===== config.mk =====
export PLATFORM = sky130hd
export DESIGN_NAME = link_adapt_seq
export DESIGN_NICKNAME = d
export VERILOG_FILES = /design/src/rtl/link_adapt_pkg.sv /design/src/rtl/link_poll_timer.sv /design/src/rtl/link_bus_master.sv /design/src/rtl/link_step_decode.sv /design/src/rtl/link_adapt_seq.sv
export SDC_FILE = /design/constraint.sdc
export NUM_CORES = 1
export LEC_CHECK = 0
export ABC_AREA = 1
export BUFFER_PORTS_ARGS = -buffer_cell sky130_fd_sc_hd__buf_2
export CAP_MARGIN = 30
export CELL_PAD_IN_SITES_DETAIL_PLACEMENT = 2
export CELL_PAD_IN_SITES_GLOBAL_PLACEMENT = 2
export CORE_MARGIN = 1
export CORE_UTILIZATION = 29
export CTS_CLUSTER_SIZE = 8
export DETAILED_ROUTE_END_ITERATION = 7
export GPL_TIMING_DRIVEN = 1
export PLACE_DENSITY = 0.88
export RECOVER_POWER = 100
export SYNTH_ARGS = -nofsm -noshare
export SYNTH_HDL_FRONTEND = slang
export SYNTH_SLANG_ARGS = --single-unit

===== constraint.sdc =====
create_clock -name clk -period 4.3 [get_ports clk]
set_clock_uncertainty 0.2 [all_clocks]
set_input_delay 0.86 -clock clk [delete_from_list [all_inputs] [get_ports clk]]
set_output_delay 0.86 -clock clk [all_outputs]
set_load 0.02 [all_outputs]

===== src/rtl/link_adapt_pkg.sv =====
package link_adapt_pkg;

    localparam int unsigned LA_ADDR_W   = 20;
    localparam int unsigned LA_DATA_W   = 32;
    localparam int unsigned RECFG_STEPS = 4;
    localparam int unsigned RECFG_IW    = $clog2(RECFG_STEPS);

    localparam logic [LA_ADDR_W-1:0] CFG_TRIG_ADDR   = 20'h40143;
    localparam logic [LA_ADDR_W-1:0] CFG_STAT_ADDR   = 20'h40144;
    localparam logic [LA_DATA_W-1:0] CFG_TRIG_DATA   = 32'h0000_0080;
    localparam logic [15:0]          ADAPT_DONE_CODE = 16'h0126;
    localparam logic [15:0]          ADAPT_DONE_DATA = 16'h0B00;
    localparam logic [LA_DATA_W-1:0] ADAPT_INIT_CMD  = 32'h1;
    localparam logic [LA_DATA_W-1:0] ADAPT_CONT_CMD  = 32'h2;

    typedef enum logic [4:0] {
        ST_IDLE, ST_PMA_OFF, ST_ARST, ST_RECFG, ST_STAGGER, ST_PMA_ON,
        ST_CFG_LOAD, ST_CFG_POLL, ST_LPBK_ON, ST_ADAPT1_CMD, ST_ADAPT1_POLL,
        ST_LPBK_OFF, ST_WAIT_RX, ST_ADAPT2_CMD, ST_ADAPT2_POLL, ST_CONT_CMD,
        ST_DONE
    } seq_state_e;

    typedef enum logic [1:0] {M_IDLE, M_CMD, M_RESP} mst_state_e;

    typedef struct packed {
        logic                 active;
        logic                 wr;
        logic [LA_ADDR_W-1:0] addr;
        logic [LA_DATA_W-1:0] data;
    } bus_op_t;

    function automatic logic adapt_complete(input logic [LA_DATA_W-1:0] rd);
        return (rd[31:16] == ADAPT_DONE_CODE) && (rd[15:0] == ADAPT_DONE_DATA);
    endfunction

    function automatic logic is_poll_state(input seq_state_e s);
        return (s == ST_CFG_POLL) || (s == ST_ADAPT1_POLL) ||
               (s == ST_WAIT_RX)  || (s == ST_ADAPT2_POLL);
    endfunction

endpackage


===== src/rtl/link_poll_timer.sv =====
module link_poll_timer
    import link_adapt_pkg::*;
#(
    parameter int unsigned TW = 16
) (
    input  logic          clk,
    input  logic          rst,
    input  logic          clear,
    input  logic          en,
    input  logic [TW-1:0] limit,
    output logic          expired
);
    localparam logic [TW-1:0] CNT_MAX = '1;

    logic [TW-1:0] cnt;

    always_ff @(posedge clk) begin
        if (rst || clear) begin
            cnt <= '0;
        end else if (en && (cnt != CNT_MAX)) begin
            cnt <= cnt + 1'b1;
        end
    end

    assign expired = (cnt >= limit);

    // the window counter never moves outside a polling step
    assert_timer_idle_R11: assert property (@(posedge clk) disable iff (rst)
        clear |=> (cnt == '0));

endmodule


===== src/rtl/link_bus_master.sv =====
module link_bus_master
    import link_adapt_pkg::*;
(
    input  logic                 clk,
    input  logic                 rst,
    input  bus_op_t              op,
    output logic                 ack,
    output logic [LA_DATA_W-1:0] ack_data,
    output logic [LA_ADDR_W-1:0] mm_addr,
    output logic [LA_DATA_W-1:0] mm_wdata,
    output logic                 mm_write,
    output logic                 mm_read,
    input  logic                 mm_waitreq,
    input  logic [LA_DATA_W-1:0] mm_rdata,
    input  logic                 mm_rdvalid
);
    mst_state_e mst;

    always_ff @(posedge clk) begin
        if (rst) begin
            mst      <= M_IDLE;
            mm_addr  <= '0;
            mm_wdata <= '0;
            mm_write <= 1'b0;
            mm_read  <= 1'b0;
        end else begin
            unique case (mst)
                M_IDLE: if (op.active) begin
                    mm_addr  <= op.addr;
                    mm_wdata <= op.data;
                    mm_write <= op.wr;
                    mm_read  <= !op.wr;
                    mst      <= M_CMD;
                end
                M_CMD: if (!mm_waitreq) begin
                    mm_write <= 1'b0;
                    mm_read  <= 1'b0;
                    mst      <= mm_write ? M_IDLE : M_RESP;
                end
                M_RESP: if (mm_rdvalid) mst <= M_IDLE;
                default: mst <= M_IDLE;
            endcase
        end
    end

    assign ack      = ((mst == M_CMD) && mm_write && !mm_waitreq) ||
                      ((mst == M_RESP) && mm_rdvalid);
    assign ack_data = mm_rdata;

    assert_one_strobe_R12: assert property (@(posedge clk) disable iff (rst)
        !(mm_write && mm_read));

    assert_hold_stall_R12: assert property (@(posedge clk) disable iff (rst)
        ((mm_write || mm_read) && mm_waitreq) |=>
            ($stable(mm_addr) && $stable(mm_wdata) &&
             $stable(mm_write) && $stable(mm_read)));

    assert_no_new_cmd_R12: assert property (@(posedge clk) disable iff (rst)
        (mst == M_RESP) |-> !(mm_write || mm_read));

endmodule


===== src/rtl/link_step_decode.sv =====
module link_step_decode
    import link_adapt_pkg::*;
#(
    parameter int unsigned IW = 2,
    parameter logic [LA_ADDR_W-1:0] PMA_CTL_ADDR   = 20'h00100,
    parameter logic [LA_ADDR_W-1:0] ARST_ADDR      = 20'h00104,
    parameter logic [LA_ADDR_W-1:0] LPBK_ADDR      = 20'h00108,
    parameter logic [LA_ADDR_W-1:0] ADAPT_CMD_ADDR = 20'h00200,
    parameter logic [LA_ADDR_W-1:0] ADAPT_STAT_ADDR= 20'h00204,
    parameter logic [LA_ADDR_W-1:0] STAG_BASE      = 20'h00400,
    parameter logic [RECFG_STEPS-1:0][LA_ADDR_W-1:0] RECFG_ADDR =
        {20'h0030C, 20'h00308, 20'h00304, 20'h00300},
    parameter logic [RECFG_STEPS-1:0][LA_DATA_W-1:0] RECFG_DATA =
        {32'h44, 32'h33, 32'h22, 32'h11}
) (
    input  seq_state_e state,
    input  logic [IW-1:0] idx,
    output bus_op_t    op
);
    always_comb begin
        op = '{active: 1'b1, wr: 1'b1, addr: '0, data: '0};
        unique case (state)
            ST_PMA_OFF:     begin op.addr = PMA_CTL_ADDR;   op.data = 32'h0; end
            ST_ARST:        begin op.addr = ARST_ADDR;      op.data = 32'h1; end
            ST_RECFG:       begin
                op.addr = RECFG_ADDR[idx[RECFG_IW-1:0]];
                op.data = RECFG_DATA[idx[RECFG_IW-1:0]];
            end
            ST_STAGGER:     begin
                op.addr = STAG_BASE + LA_ADDR_W'(idx);
                op.data = 32'h1;
            end
            ST_PMA_ON:      begin op.addr = PMA_CTL_ADDR;   op.data = 32'h1; end
            ST_CFG_LOAD:    begin op.addr = CFG_TRIG_ADDR;  op.data = CFG_TRIG_DATA; end
            ST_CFG_POLL:    begin op.wr = 1'b0; op.addr = CFG_STAT_ADDR; end
            ST_LPBK_ON:     begin op.addr = LPBK_ADDR;      op.data = 32'h1; end
            ST_LPBK_OFF:    begin op.addr = LPBK_ADDR;      op.data = 32'h0; end
            ST_ADAPT1_CMD,
            ST_ADAPT2_CMD:  begin op.addr = ADAPT_CMD_ADDR; op.data = ADAPT_INIT_CMD; end
            ST_ADAPT1_POLL,
            ST_ADAPT2_POLL: begin op.wr = 1'b0; op.addr = ADAPT_STAT_ADDR; end
            ST_CONT_CMD:    begin op.addr = ADAPT_CMD_ADDR; op.data = ADAPT_CONT_CMD; end
            default:        op.active = 1'b0;
        endcase
    end
endmodule


===== src/rtl/link_adapt_seq.sv =====
module link_adapt_seq
    import link_adapt_pkg::*;
#(
    parameter int unsigned TW    = 16,
    parameter int unsigned LANES = 4
) (
    input  logic                 clk,
    input  logic                 rst,
    input  logic                 start,
    input  logic                 mode_quad,
    input  logic                 loopback_only,
    input  logic                 rx_valid,
    input  logic                 link_lost,
    input  logic [TW-1:0]        timeout_cycles,
    output logic                 tx_soft_rst,
    output logic                 rx_soft_rst,
    output logic                 busy,
    output logic                 done,
    output logic                 error,
    output logic [LA_ADDR_W-1:0] mm_addr,
    output logic [LA_DATA_W-1:0] mm_wdata,
    output logic                 mm_write,
    output logic                 mm_read,
    input  logic                 mm_waitreq,
    input  logic [LA_DATA_W-1:0] mm_rdata,
    input  logic                 mm_rdvalid
);
    localparam int unsigned IDX_MAX = (LANES > RECFG_STEPS) ? LANES : RECFG_STEPS;
    localparam int unsigned IW      = $clog2(IDX_MAX);
    localparam logic [IW-1:0] RECFG_LAST = IW'(RECFG_STEPS - 1);
    localparam logic [IW-1:0] LANE_LAST  = IW'(LANES - 1);

    seq_state_e state;
    logic [IW-1:0] idx;
    logic cfg_quad, cfg_lpbk;
    logic ack, expired;
    logic [LA_DATA_W-1:0] ack_data;
    bus_op_t op;

    link_step_decode #(.IW(IW)) u_decode (
        .state (state),
        .idx   (idx),
        .op    (op)
    );

    link_bus_master u_master (
        .clk       (clk),
        .rst       (rst),
        .op        (op),
        .ack       (ack),
        .ack_data  (ack_data),
        .mm_addr   (mm_addr),
        .mm_wdata  (mm_wdata),
        .mm_write  (mm_write),
        .mm_read   (mm_read),
        .mm_waitreq(mm_waitreq),
        .mm_rdata  (mm_rdata),
        .mm_rdvalid(mm_rdvalid)
    );

    link_poll_timer #(.TW(TW)) u_timer (
        .clk    (clk),
        .rst    (rst),
        .clear  (!is_poll_state(state)),
        .en     (is_poll_state(state)),
        .limit  (timeout_cycles),
        .expired(expired)
    );

    always_ff @(posedge clk) begin
        if (rst) begin
            state       <= ST_IDLE;
            idx         <= '0;
            cfg_quad    <= 1'b0;
            cfg_lpbk    <= 1'b0;
            tx_soft_rst <= 1'b1;
            rx_soft_rst <= 1'b1;
            error       <= 1'b0;
        end else begin
            unique case (state)
                ST_IDLE, ST_DONE: begin
                    if (start || ((state == ST_DONE) && link_lost)) begin
                        if (start) begin
                            cfg_quad <= mode_quad;
                            cfg_lpbk <= loopback_only;
                        end
                        tx_soft_rst <= 1'b1;
                        rx_soft_rst <= 1'b1;
                        error       <= 1'b0;
                        idx         <= '0;
                        state       <= ST_PMA_OFF;
                    end
                end
                ST_PMA_OFF: if (ack) state <= ST_ARST;
                ST_ARST:    if (ack) begin idx <= '0; state <= ST_RECFG; end
                ST_RECFG: if (ack) begin
                    if (idx == RECFG_LAST) begin
                        idx   <= '0;
                        state <= cfg_quad ? ST_STAGGER : ST_PMA_ON;
                    end else begin
                        idx <= idx + 1'b1;
                    end
                end
                ST_STAGGER: if (ack) begin
                    if (idx == LANE_LAST) state <= ST_PMA_ON;
                    else                  idx   <= idx + 1'b1;
                end
                ST_PMA_ON: if (ack) begin
                    tx_soft_rst <= 1'b0;
                    state       <= ST_CFG_LOAD;
                end
                ST_CFG_LOAD: if (ack) state <= ST_CFG_POLL;
                ST_CFG_POLL: if (ack) begin
                    if (ack_data[0])  state <= ST_LPBK_ON;
                    else if (expired) begin
                        error <= 1'b1; tx_soft_rst <= 1'b1; rx_soft_rst <= 1'b1;
                        state <= ST_IDLE;
                    end
                end
                ST_LPBK_ON:    if (ack) state <= ST_ADAPT1_CMD;
                ST_ADAPT1_CMD: if (ack) state <= ST_ADAPT1_POLL;
                ST_ADAPT1_POLL: if (ack) begin
                    if (adapt_complete(ack_data))
                        state <= cfg_lpbk ? ST_CONT_CMD : ST_LPBK_OFF;
                    else if (expired) begin
                        error <= 1'b1; tx_soft_rst <= 1'b1; rx_soft_rst <= 1'b1;
                        state <= ST_IDLE;
                    end
                end
                ST_LPBK_OFF: if (ack) state <= ST_WAIT_RX;
                ST_WAIT_RX: begin
                    if (rx_valid) state <= ST_ADAPT2_CMD;
                    else if (expired) begin
                        error <= 1'b1; tx_soft_rst <= 1'b1; rx_soft_rst <= 1'b1;
                        state <= ST_IDLE;
                    end
                end
                ST_ADAPT2_CMD: if (ack) state <= ST_ADAPT2_POLL;
                ST_ADAPT2_POLL: if (ack) begin
                    if (adapt_complete(ack_data)) state <= ST_CONT_CMD;
                    else if (expired) begin
                        error <= 1'b1; tx_soft_rst <= 1'b1; rx_soft_rst <= 1'b1;
                        state <= ST_IDLE;
                    end
                end
                ST_CONT_CMD: if (ack) begin
                    rx_soft_rst <= 1'b0;
                    state       <= ST_DONE;
                end
                default: state <= ST_IDLE;
            endcase
        end
    end

    assign busy = (state != ST_IDLE) && (state != ST_DONE);
    assign done = (state == ST_DONE);

    assert_rx_after_tx_R4: assert property (@(posedge clk) disable iff (rst)
        !rx_soft_rst |-> !tx_soft_rst);

    assert_done_released_R9: assert property (@(posedge clk) disable iff (rst)
        done |-> (!tx_soft_rst && !rx_soft_rst));

    assert_error_safe_R11: assert property (@(posedge clk) disable iff (rst)
        error |-> (tx_soft_rst && rx_soft_rst && !busy && !done));

    assert_restart_R10: assert property (@(posedge clk) disable iff (rst)
        (done && link_lost) |=> (tx_soft_rst && rx_soft_rst && busy));

    assert_no_req_in_wait_R7: assert property (@(posedge clk) disable iff (rst)
        (state == ST_WAIT_RX) && $past(state == ST_WAIT_RX) |-> !(mm_write || mm_read));

endmodule


==> reports/results.ini <==
[outcome]
run_status=complete, no violations

[clocking]
post_cts_resized=0
clock_latency_ns=0.30
numClockSinks=46
clk_pin_slew_ns=0.08
post_cts_buffers=0
ctsRootBufferMaster=clkbuf_16
ctsHoldBuffers=0
cts_tree=done
numCtsBuffers=5
cts_buffer_depth=2
htreeDepth=2

[routing]
ant_nets=0
first_pass_iters=4
drt_wl_total_um=12330
wl_per_cell_um=15.22
drt-vias-per-instance=4.707
first_iter_violations=99
vias=3813
drc_errors=0

[sta]
finalCriticalPeriod_ns=3.282
grt_setup_unrepaired=no
slew-limit-headroom=0.3803
setup-tns-final_ns=0
setup_viol=0
timing.final.crit_share=0.7633
clock.fmax_ghz=0.3047
worst_pin_slew_ns=0.9296
slew_viol_final=0
hold_viol_final=0

[floorplanning]
core-area_um2=12110
fp.dieH_um=113.9
rows=40
io_pins=116
die_x_um=113.9
start_util=0.2997
dieArea_um2=12970

[yosys]
synth_enable_flop_cells=0
synth_cell_types=37
ys_ff_latch=46
synth_seq_area_share=0.2537
async_flop_share=0
ys.flop_type=dfxtp_1
yosys_warnings=0
postSynthAreaPerCell_um2=6.436
syn_inst=564
syn_area_um2=3630

[layout]
layout_common_cells=nand2_1 (138), nor2_1 (79), inv_1 (76)
final_layout_size_suffix_gt1_frac=0.1355
area_growth_pct=12.51
final_cells=810
final_common_cell=nand2_1
antenna_cells=0
layout.nets=718

[place]
finalWeightedCongestion=0.8751
hpwl_um=10070
dp.cells=802
port_buffers=79

[critical_path]
cp.arrival_ns=3.27
cp_max_fo=9
cp.required_ns=4.29
start_kind=register
endpoint_kind=register
critPathKind=register to register
r2r_end=u_timer.cnt[7]
reg2reg_from=state[1]
r2r_slack_ns=1.02
reg2reg_depth=11

[grt]
grt_max_degree=24
grt_pass1_wl_um=20260
track_usage=0.1984
grt_pass1_vias=4223
grt_overflow=0
antenna_found_initial=0

[pwr]
power.leakage_nw=1.997
power_density_nw_per_um2=429.6
irDropWorstVdd_mv=0.2293

[job]
max_cap_violations=0

[worst_hold_path]
worstHoldStart=cfg_lpbk
min_path_cells=2
hold_path.class=register to register
holdPathEnd=cfg_lpbk

-- where the power goes --
group	internal, mW	leakage, nW	total (mW)	switching (mW)
combinational	0.229	1.55	0.792	0.563
sequential	0.489	0.374	0.550	0.0610
clock	0.219	0.0704	0.412	0.193
-- metrics by stage --
step	instance area [µm²]	hold slack, ns	setup slack (ns)	power [mW]	utilization
2_1_floorplan	3761	0.2295	1.975	1.174	-
4_1_cts	4187	0.2728	1.457	1.815	0.3457
5_1_grt	4084	0.3025	0.7826	1.881	0.3372
6_report	4084	0.2672	1.018	1.754	0.3372
3_5_place_dp	4036	0.2632	1.506	1.401	0.3333
3_3_place_gp	4036	0.2492	1.618	1.359	0.3333
-- routing by layer --
| metal | vias to the layer above | global-route usage | wire length, µm | part of all wire |
|---|---|---|---|---|
| met5 | - | 0 | 0 | 0 |
| met4 | 0 | 0.05628 | 193 | 0.016 |
| met1 | 1871 | 0.2027 | 4901 | 0.40 |
| li1 | 1876 | - | - | - |
| met3 | 17 | 0.02657 | 259 | 0.021 |
| met2 | 49 | 0.4118 | 6972 | 0.57 |
-- cell families (layout without fill, tap and decap cells) --
logic type | after synthesis | count (layout) | share of synthesized area
xor+xnor | 4 | 4 | 0.009654
flops | 46 | 46 | 0.2537
compound gates | 86 | 86 | 0.1313
buf+inv | 127 | 170 | 0.1793
simple gates | 280 | 280 | 0.3561
other cells | 1 | 36 | 0.001033
fa+ha+maj | 20 | 20 | 0.06894
-- synth_stat cells (2+ instances only) --
cell	count	area share
nand2_1	132	0.14
inv_1	74	0.077
nor2_1	72	0.074
a21oi_1	55	0.076
dfxtp_1	46	0.25
buf_4	39	0.081
nand3_1	24	0.033
ha_1	20	0.069
o21ai_0	16	0.022
nor3_1	14	0.019
nand4_1	8	0.014
inv_2	7	0.0072
nand2_2	7	0.012
nor2_4	7	0.022
nand2_4	4	0.012
nor2_2	4	0.0069
buf_6	3	0.0093
clkbuf_1	3	0.0031
nand3_2	3	0.0083
o211ai_1	3	0.0062
o21ai_1	3	0.0041
nand3_4	2	0.0097
o2111ai_1	2	0.0048
xnor2_1	2	0.0048
xor2_1	2	0.0048
-- final cells by class --
type | count | area [µm²]
Fill cell | 1551 | 8028
Multi-Input combinational cell | 426 | 2116
Sequential cell | 46 | 920.9
Timing Repair Buffer | 80 | 374.1
Inverter | 82 | 312.8
Tap cell | 168 | 210.2
Clock buffer | 5 | 125.1
Clock inverter | 3 | 25.02
-- sequential cells by signal (all words and copies together), names as in the netlist, 2 cells and up --
signal             count
state                  5
u_master.mm_wdata      6
idx                    2
u_master.mst           2
u_master.mm_addr       8
u_timer.cnt           16
-- worst max-delay path, stage by stage, from the launching register on --
cell     delay (ns)
dfxtp_1        0.57
inv_1          0.16
nor2_1         0.23
nand2_1        0.28
nand2_1        0.21
nor2_1         0.12
a21oi_1        0.73
nand2_4        0.07
nor2_1         0.31
nand3_1        0.14
nand2_1        0.10
nor2_1         0.04
-- worst max path at each step --
stage,startpoint,end,slack [ns]
3_5_place_dp,mm_waitreq,state[1],1.51
3_3_place_gp,mm_waitreq,state[0],1.62
2_1_floorplan,state[0],done,1.97
6_report,state[1],u_timer.cnt[7],1.02
5_1_grt,state[1],u_timer.cnt[7],0.78
4_1_cts,state[0],done,1.46
Power figures use the tool's default switching activity.
